**config.mk**
```make
export PLATFORM = sky130hd
export DESIGN_NAME = ioc_irq_ctrl
export DESIGN_NICKNAME = d
export VERILOG_FILES = /design/src/rtl/ioc_pkg.sv /design/src/rtl/ioc_sync.sv /design/src/rtl/ioc_port_unit.sv /design/src/rtl/ioc_out_drive.sv /design/src/rtl/ioc_irq_ctrl.sv
export SDC_FILE = /design/constraint.sdc
export NUM_CORES = 1
export LEC_CHECK = 0
export BUFFER_PORTS_ARGS = -buffer_cell sky130_fd_sc_hd__buf_2
export CAP_MARGIN = 20
export CORE_MARGIN = 4
export CORE_UTILIZATION = 30
export CTS_CLUSTER_DIAMETER = 100
export DETAILED_ROUTE_END_ITERATION = 8
export GPL_TIMING_DRIVEN = 0
export HOLD_SLACK_MARGIN = 0.1
export PLACE_DENSITY = 0.67
export SYNTH_ARGS = -nofsm -noshare
export SYNTH_HDL_FRONTEND = slang
export SYNTH_SLANG_ARGS = --single-unit
```
**constraint.sdc**
```tcl
create_clock -name clk -period 2.4 [get_ports clk]
set_clock_uncertainty 0.1 [all_clocks]
set_input_delay 0.6 -clock clk [delete_from_list [all_inputs] [get_ports clk]]
set_output_delay 0.6 -clock clk [all_outputs]
set_load 0.05 [all_outputs]
```
**src/rtl/ioc_pkg.sv**
```systemverilog
package ioc_pkg;

  typedef struct packed {
    logic mirror;
    logic odr;
    logic pol;
  } ioc_cfg_t;

  typedef enum logic [1:0] {
    DRV_PUSH_HIGH = 2'd0,
    DRV_PUSH_LOW  = 2'd1,
    DRV_OPEN      = 2'd2
  } ioc_drive_e;

  function automatic ioc_drive_e drive_mode(input ioc_cfg_t c);
    if (c.odr)      return DRV_OPEN;
    else if (c.pol) return DRV_PUSH_HIGH;
    else            return DRV_PUSH_LOW;
  endfunction

endpackage

```
**src/rtl/ioc_sync.sv**
```systemverilog
module ioc_sync #(
  parameter int W      = 8,
  parameter int STAGES = 2
) (
  input  logic         clk,
  input  logic         rst,
  input  logic [W-1:0] d,
  output logic [W-1:0] q
);

  logic [W-1:0] chain [STAGES];

  always_ff @(posedge clk) begin
    if (rst) begin
      for (int s = 0; s < STAGES; s++) chain[s] <= '0;
    end else begin
      chain[0] <= d;
      for (int s = 1; s < STAGES; s++) chain[s] <= chain[s-1];
    end
  end

  assign q = chain[STAGES-1];

endmodule

```
**src/rtl/ioc_port_unit.sv**
```systemverilog
module ioc_port_unit #(
  parameter int W = 8
) (
  input  logic         clk,
  input  logic         rst,
  input  logic [W-1:0] cur,
  input  logic [W-1:0] dir,
  input  logic [W-1:0] en,
  input  logic [W-1:0] cmp,
  input  logic [W-1:0] def,
  input  logic         clr,
  output logic [W-1:0] flag,
  output logic [W-1:0] cap,
  output logic         pending
);

  logic [W-1:0] prev;
  logic [W-1:0] hit;

  // Per-pin detector: mismatch against default or against last sample
  for (genvar i = 0; i < W; i++) begin : g_pin
    logic ref_bit;
    assign ref_bit = cmp[i] ? def[i] : prev[i];
    assign hit[i]  = dir[i] & en[i] & (cur[i] ^ ref_bit);
  end

  assign pending = |flag;

  always_ff @(posedge clk) begin
    if (rst) begin
      prev <= '0;
      flag <= '0;
      cap  <= '0;
    end else begin
      prev <= cur;
      if (clr) begin
        flag <= '0;
      end else if (!pending && (|hit)) begin
        flag <= hit;
        cap  <= cur;
      end
    end
  end

endmodule

```
**src/rtl/ioc_out_drive.sv**
```systemverilog
module ioc_out_drive
  import ioc_pkg::*;
(
  input  logic     clk,
  input  logic     rst,
  input  logic     active,
  input  ioc_cfg_t cfg,
  output logic     out,
  output logic     oe
);

  ioc_drive_e mode;
  assign mode = drive_mode(cfg);

  always_ff @(posedge clk) begin
    if (rst) begin
      out <= 1'b0;
      oe  <= 1'b0;
    end else begin
      unique case (mode)
        DRV_OPEN:      begin out <= 1'b0;    oe <= active; end
        DRV_PUSH_HIGH: begin out <= active;  oe <= 1'b1;   end
        default:       begin out <= ~active; oe <= 1'b1;   end
      endcase
    end
  end

endmodule

```
**src/rtl/ioc_irq_ctrl.sv**
```systemverilog
module ioc_irq_ctrl
  import ioc_pkg::*;
#(
  parameter int W      = 8,
  parameter int STAGES = 2
) (
  input  logic         clk,
  input  logic         rst,
  input  logic [W-1:0] pin_a,
  input  logic [W-1:0] pin_b,
  input  logic [W-1:0] dir_a,
  input  logic [W-1:0] dir_b,
  input  logic [W-1:0] en_a,
  input  logic [W-1:0] en_b,
  input  logic [W-1:0] cmp_a,
  input  logic [W-1:0] cmp_b,
  input  logic [W-1:0] def_a,
  input  logic [W-1:0] def_b,
  input  logic         cfg_mirror,
  input  logic         cfg_odr,
  input  logic         cfg_pol,
  input  logic         rd_cap_a,
  input  logic         rd_port_a,
  input  logic         rd_cap_b,
  input  logic         rd_port_b,
  output logic [W-1:0] flag_a,
  output logic [W-1:0] flag_b,
  output logic [W-1:0] cap_a,
  output logic [W-1:0] cap_b,
  output logic [W-1:0] port_a,
  output logic [W-1:0] port_b,
  output logic         irq_a_o,
  output logic         irq_a_oe,
  output logic         irq_b_o,
  output logic         irq_b_oe
);

  localparam int NP = 2;

  logic [NP-1:0][W-1:0] pin_v, dir_v, en_v, cmp_v, def_v;
  logic [NP-1:0][W-1:0] cur_v, flag_v, cap_v;
  logic [NP-1:0]        clr_v, pend_v, raw_v, out_v, oe_v;
  logic                 any_pend;
  ioc_cfg_t             cfg;

  assign pin_v = {pin_b, pin_a};
  assign dir_v = {dir_b, dir_a};
  assign en_v  = {en_b,  en_a};
  assign cmp_v = {cmp_b, cmp_a};
  assign def_v = {def_b, def_a};
  assign clr_v = {rd_cap_b | rd_port_b, rd_cap_a | rd_port_a};

  assign cfg.mirror = cfg_mirror;
  assign cfg.odr    = cfg_odr;
  assign cfg.pol    = cfg_pol;

  assign any_pend = |pend_v;

  for (genvar p = 0; p < NP; p++) begin : g_port
    ioc_sync #(.W(W), .STAGES(STAGES)) u_sync (
      .clk (clk),
      .rst (rst),
      .d   (pin_v[p]),
      .q   (cur_v[p])
    );

    ioc_port_unit #(.W(W)) u_unit (
      .clk     (clk),
      .rst     (rst),
      .cur     (cur_v[p]),
      .dir     (dir_v[p]),
      .en      (en_v[p]),
      .cmp     (cmp_v[p]),
      .def     (def_v[p]),
      .clr     (clr_v[p]),
      .flag    (flag_v[p]),
      .cap     (cap_v[p]),
      .pending (pend_v[p])
    );

    assign raw_v[p] = cfg.mirror ? any_pend : pend_v[p];

    ioc_out_drive u_drv (
      .clk    (clk),
      .rst    (rst),
      .active (raw_v[p]),
      .cfg    (cfg),
      .out    (out_v[p]),
      .oe     (oe_v[p])
    );
  end

  assign flag_a   = flag_v[0];
  assign flag_b   = flag_v[1];
  assign cap_a    = cap_v[0];
  assign cap_b    = cap_v[1];
  assign port_a   = cur_v[0];
  assign port_b   = cur_v[1];
  assign irq_a_o  = out_v[0];
  assign irq_a_oe = oe_v[0];
  assign irq_b_o  = out_v[1];
  assign irq_b_oe = oe_v[1];

endmodule

```
Word-level counts from Yosys, hierarchy flattened. Memory sizes are Yosys's and may differ from the RTL's. Cells that the tools add are included.

Equality and inequality tests: 1. Multiplexer cells: 31. Bitwise operators: 58. Reductions and logical operators: 14.

Operators with widths (count): AND 1 bit (32); two-way mux 8 bit (4); OR reduction 8 bit (4); two-way mux 1 bit (24); OR reduction 16 bit (1); bitwise XOR 1 bit (16); OR 1 bit (6); inverter 1 bit (4); case mux 1 bit (2 select lines) (2); AND reduction 2 bit (2); OR reduction 2 bit (2); equality test 2 bit, second input constant (1); logical AND 1 bit (2); zero test 1 bit (2); zero test 2 bit (1); two-way mux 2 bit (1).

Register bits after elaboration: 52. Memory bits (writable): 32. Output and inout port bits: 52. Memories kept: 2.

Memories: g_port[0].u_sync.chain (words 2, width 8, rd ports 2, clocked after memory_dff 0, write ports 2, RTL line ioc_sync.sv:11) `logic [W-1:0] chain [STAGES];`; g_port[1].u_sync.chain (words 2, width 8, rd ports 2, clocked after memory_dff 0, write ports 2, RTL line ioc_sync.sv:11).

Longest topological paths before layout.
Depth after elaboration: 6. Mapped depth: 5. Depth with buffers taken out: 5.

Hierarchy. A second synthesis with hierarchy kept.

Cell total of the unflattened synthesis: 310. Area, all modules: 3398.3 um^2.

Modules (own cells, without submodules): ioc_port_unit (instances 2, cells an instance 106, area an instance 1093.5 um^2, seq. area each 480.5 um^2); ioc_sync (instances 2, cells an instance 41, area an instance 524.3 um^2, seq. area each 320.3 um^2); ioc_out_drive (instances 2, cells an instance 6, area an instance 67.6 um^2, seq. area each 40.0 um^2); ioc_irq_ctrl (instances 1, cells an instance 4, area an instance 27.5 um^2, seq. area each 0.0 um^2).

Worst setup path after synthesis. OpenSTA, ideal clock, no wires.

Kind: input to register. From: input port cmp_a[5]. To: register g_port[0].u_unit.cap[0]. Setup time: 0.121 ns. Arrival: 2.054 ns. Data required time: 2.179 ns. Slack: 0.125 ns. Stages on the path: 5. Path buffers: 0. Cells stage by stage: mux2i_1 -> mux2i_1 -> nor4_1 -> a2111oi_4 -> mux2_2.

Cells in the longest elaborated chain, start to end: 6.

Ends and longest elaborated chain: start, declared (RTL line ioc_irq_ctrl.sv:15) `input logic [W-1:0] cmp_a,`; two-way mux 1 bit (RTL line ioc_port_unit.sv:23) `assign ref_bit = cmp[i] ? def[i] : prev[i];`; bitwise XOR 1 bit (RTL line ioc_port_unit.sv:24) `assign hit[i] = dir[i] & en[i] & (cur[i] ^ ref_bit);`; AND 1 bit (RTL line ioc_port_unit.sv:24); OR reduction 8 bit (RTL line ioc_port_unit.sv:38) `end else if (!pending && (|hit)) begin`; logical AND 1 bit (RTL line ioc_port_unit.sv:38); AND reduction 2 bit (no source line); end signal, assigned (RTL line ioc_port_unit.sv:40) `cap <= cur;`; end, declared (RTL line ioc_port_unit.sv:13) `output logic [W-1:0] cap,`.

Every way passes these cells. A chain may end at the register's enable or synchronous reset.

Final worst setup path.
From: input port cmp_a[0]. To: register g_port[0].u_unit.cap[7].

The elaborated chain is that of the path after synthesis.

==> results.json <==
{
  "status": "completed",
  "path_clk_slew_ns": 0.08,
  "final-setup-viol-count": 0,
  "slowest_delay_ns": 0.38,
  "p_total_mw": 2.80,
  "p_int_mw": 2.08,
  "path_common_cell": "mux2i_1",
  "via_count": 2677,
  "grt_max_degree": 14,
  "synth_cell_types": 18,
  "drc": 0,
  "synth_top_area_cell": "dfxtp_1",
  "multi_input_area_um2": 1430,
  "antenna_left": 0,
  "crit_arrival_ns": 2.35,
  "insertedDiodeCount": 0,
  "worst_slack_ns": 0.177,
  "fin_hold_ws_ns": 0.344,
  "fin_crit_sh": 0.926,
  "antenna_found_initial": 0,
  "finalMaxSlewViolations": 0,
  "fp.dieW_um": 112,
  "vias_per_cell": 4.42,
  "switching_power_mw": 0.717,
  "dr.pass1.iters": 4,
  "fill_cells": 1050,
  "grt.overflow.total": 0,
  "finalHoldViolCount": 0,
  "rows": 37,
  "leakagePower_nw": 2.07,
  "rsz0062_at_grt": "no",
  "wire_per_inst_um": 13.8,
  "place_hpwl_um": 6800,
  "p_comb_frac": 0.137,
  "clock_path_buffers": 2,
  "cp.required_ns": 2.53,
  "tightest_slew_ns": 0.619,
  "htreeDepth": 3,
  "crit_fanout": 5,
  "finalWirelength_um": 8380,
  "grt_pass1_wl_um": 13400,
  "worstHoldPathType": "reg2reg",
  "relSlewSlack": 0.583,
  "core-area_um2": 10500,
  "die_h_um": 112,
  "syn-num-nets": 400,
  "synth.avg_cell_area_um2": 10.5,
  "area_growth_pct": 33.0,
  "synth_top_area_share": 0.514,
  "io_pins": 141,
  "dp_cells": 587,
  "place.gp.congestion": 0.869,
  "synth-seq-cells": 84,
  "dp_slack_ns": -0.435,
  "tritoncts": "yes",
  "vdd_ir_drop_max_v": 0.000351,
  "ys_seq_area_frac": 0.514,
  "crit_path_end_kind": "register",
  "start_util": 0.312,
  "drive_gt1_frac": 0.404,
  "cap_violations": 0,
  "synthCells": 311,
  "powerDensity_nw_per_um2": 644,
  "crit_path_top_delay_cell": "a2111oi_4",
  "dpl_cell_area_um2": 4140,
  "nets": 554,
  "die-area_um2": 12600,
  "fmax_ghz": 0.450,
  "netlist_area_um2": 3270,
  "grt_pass1_vias": 2770,
  "netSwitchingFraction": 0.256,
  "pwr-share-clk": 0.342,
  "regArea_um2": 1680,
  "start_kind": "primary input",
  "seqPwrFrac": 0.520,
  "cts_inserted_buffers": 9,
  "fin_area_um2": 4350,
  "clk-insertion-delay-late_ns": 0.34,
  "stdcell_count": 606,
  "numPortBuffers": 140,
  "hold_buffers": 0,
  "drt_iter0_markers": 83,
  "post-route-min-period_ns": 2.22,
  "cp_cell_sequence": "buf_2 -> mux2i_1 -> mux2i_1 -> nor4_1 -> a2111oi_4 -> buf_4 -> mux2_2",
  "grtUsageTotal": 0.133,
  "root_buffer": "clkbuf_8",
  "critical_path_class": "in2reg",
  "synthTopCellsByArea": "dfxtp_1, nor2b_1, mux2i_1",
  "yosys_warnings": 0,
  "cts.sinks": 84
}
[power groups by stage]
stage          Combinational [mW]  Sequential (mW)  Clock, mW
2_1_floorplan               0.198             1.53          0
3_3_place_gp                0.373             1.49          0
3_5_place_dp                0.382             1.49          0
4_1_cts                     0.384             1.46      0.994
5_1_grt                     0.416             1.46       1.06
6_report                    0.384             1.46      0.958
[area by class of cell]
| cell class | count | share of cell area |
|---|---|---|
| flip-flops and latches | 84 | 0.387 |
| multi-input cells | 200 | 0.328 |
| repair buffers | 143 | 0.166 |
| well taps | 136 | 0.0391 |
| plain buffers | 27 | 0.0371 |
| clock buffers | 12 | 0.0311 |
| clock inverters | 4 | 0.0115 |
[cell usage after synthesis, drive strengths merged]
library cell and number:
nand2 2, nor2 16, nand3 16, a2111oi 2, xnor2 2, nor2b 64
and2 2, a21oi 20, nand3b 16, dfxtp 84, nor3 2, or3 2
clkbuf 9, buf 18, mux2 16, mux2i 32, nor4 8
[sequential cells by signal, summed over array words and instances (netlist names)]
register	flops
g_port.u_unit.flag	16
g_port.u_drv.oe	2
g_port.u_sync.chain	32
g_port.u_unit.prev	16
g_port.u_drv.out	2
g_port.u_unit.cap	16
[layout by cell type, fill, tap and decap left out]
cell,n
buf_4,19
nand3_1,16
clkinvlp_4,2
nand3b_1,16
nor4_1,8
a21oi_1,20
dfxtp_1,84
a2111oi_4,2
clkbuf_8,9
and2_1,2
clkinv_2,1
buf_2,140
nor3_1,2
clkbuf_1,12
buf_1,2
nand2_1,2
nor2b_1,64
mux2_2,16
xnor2_1,2
nor2_1,16
mux2i_1,32
or3_1,2
bufinv_16,1
[per-layer routing]
metal	up-vias	share of wire	GRT usage
met2	76	0.52	0.235
met3	13	0.054	0.0361
met1	1235	0.41	0.153
met5	-	0	0
li1	1353	-	-
met4	0	0.022	0.0521
[cells by family (layout without fill, tap and decap cells)]
kind of cell,count (synthesis),in the layout,synth area share
buffers and inverters,27,186,0.0494
AO/OA/AOI/OAI,22,22,0.0475
XOR/XNOR,2,2,0.00536
flip-flops,84,84,0.514
multiplexers,48,48,0.153
AND/OR/NAND/NOR,128,128,0.230
[worst max-delay path, delay by kind of cell]
kind | cells | cell delay [ns]
muxes | 3 | 0.92
AOI/OAI and AO/OA | 1 | 0.38
buffers and inverters | 2 | 0.31
and+or+nand+nor | 1 | 0.14
[what timing repair did]
item | in CTS | in global routing
hold endpoints to repair | 0 | 0
pin swaps | 1 | 1
cloned | 0 | 0
buffers inserted | 1 | 2
endpoints found under the setup margin | 8 | 8
gates resized for setup | 0 | 0
[metrics by stage]
stage / TNS [ns] / utilization
2_1_floorplan: 0 / -
3_3_place_gp: -5.88 / 0.396
3_5_place_dp: -6.19 / 0.396
4_1_cts: 0 / 0.414
5_1_grt: 0 / 0.416
6_report: 0 / 0.416
[path summary, 6_finish.rpt]
path         slack (ns)  cells after the start                          from                             to
min                0.34                      1  g_port[0].u_sync.chain[0][2]  g_port[0].u_sync.chain[0][10]
max                0.18                      7                      cmp_a[0]        g_port[0].u_unit.cap[7]
max reg2reg        0.29                      6      g_port[0].u_unit.prev[0]        g_port[0].u_unit.cap[7]
min reg2reg        0.34                      1  g_port[0].u_sync.chain[0][2]  g_port[0].u_sync.chain[0][10]
Note: power is estimated with default switching activity, not from simulation.
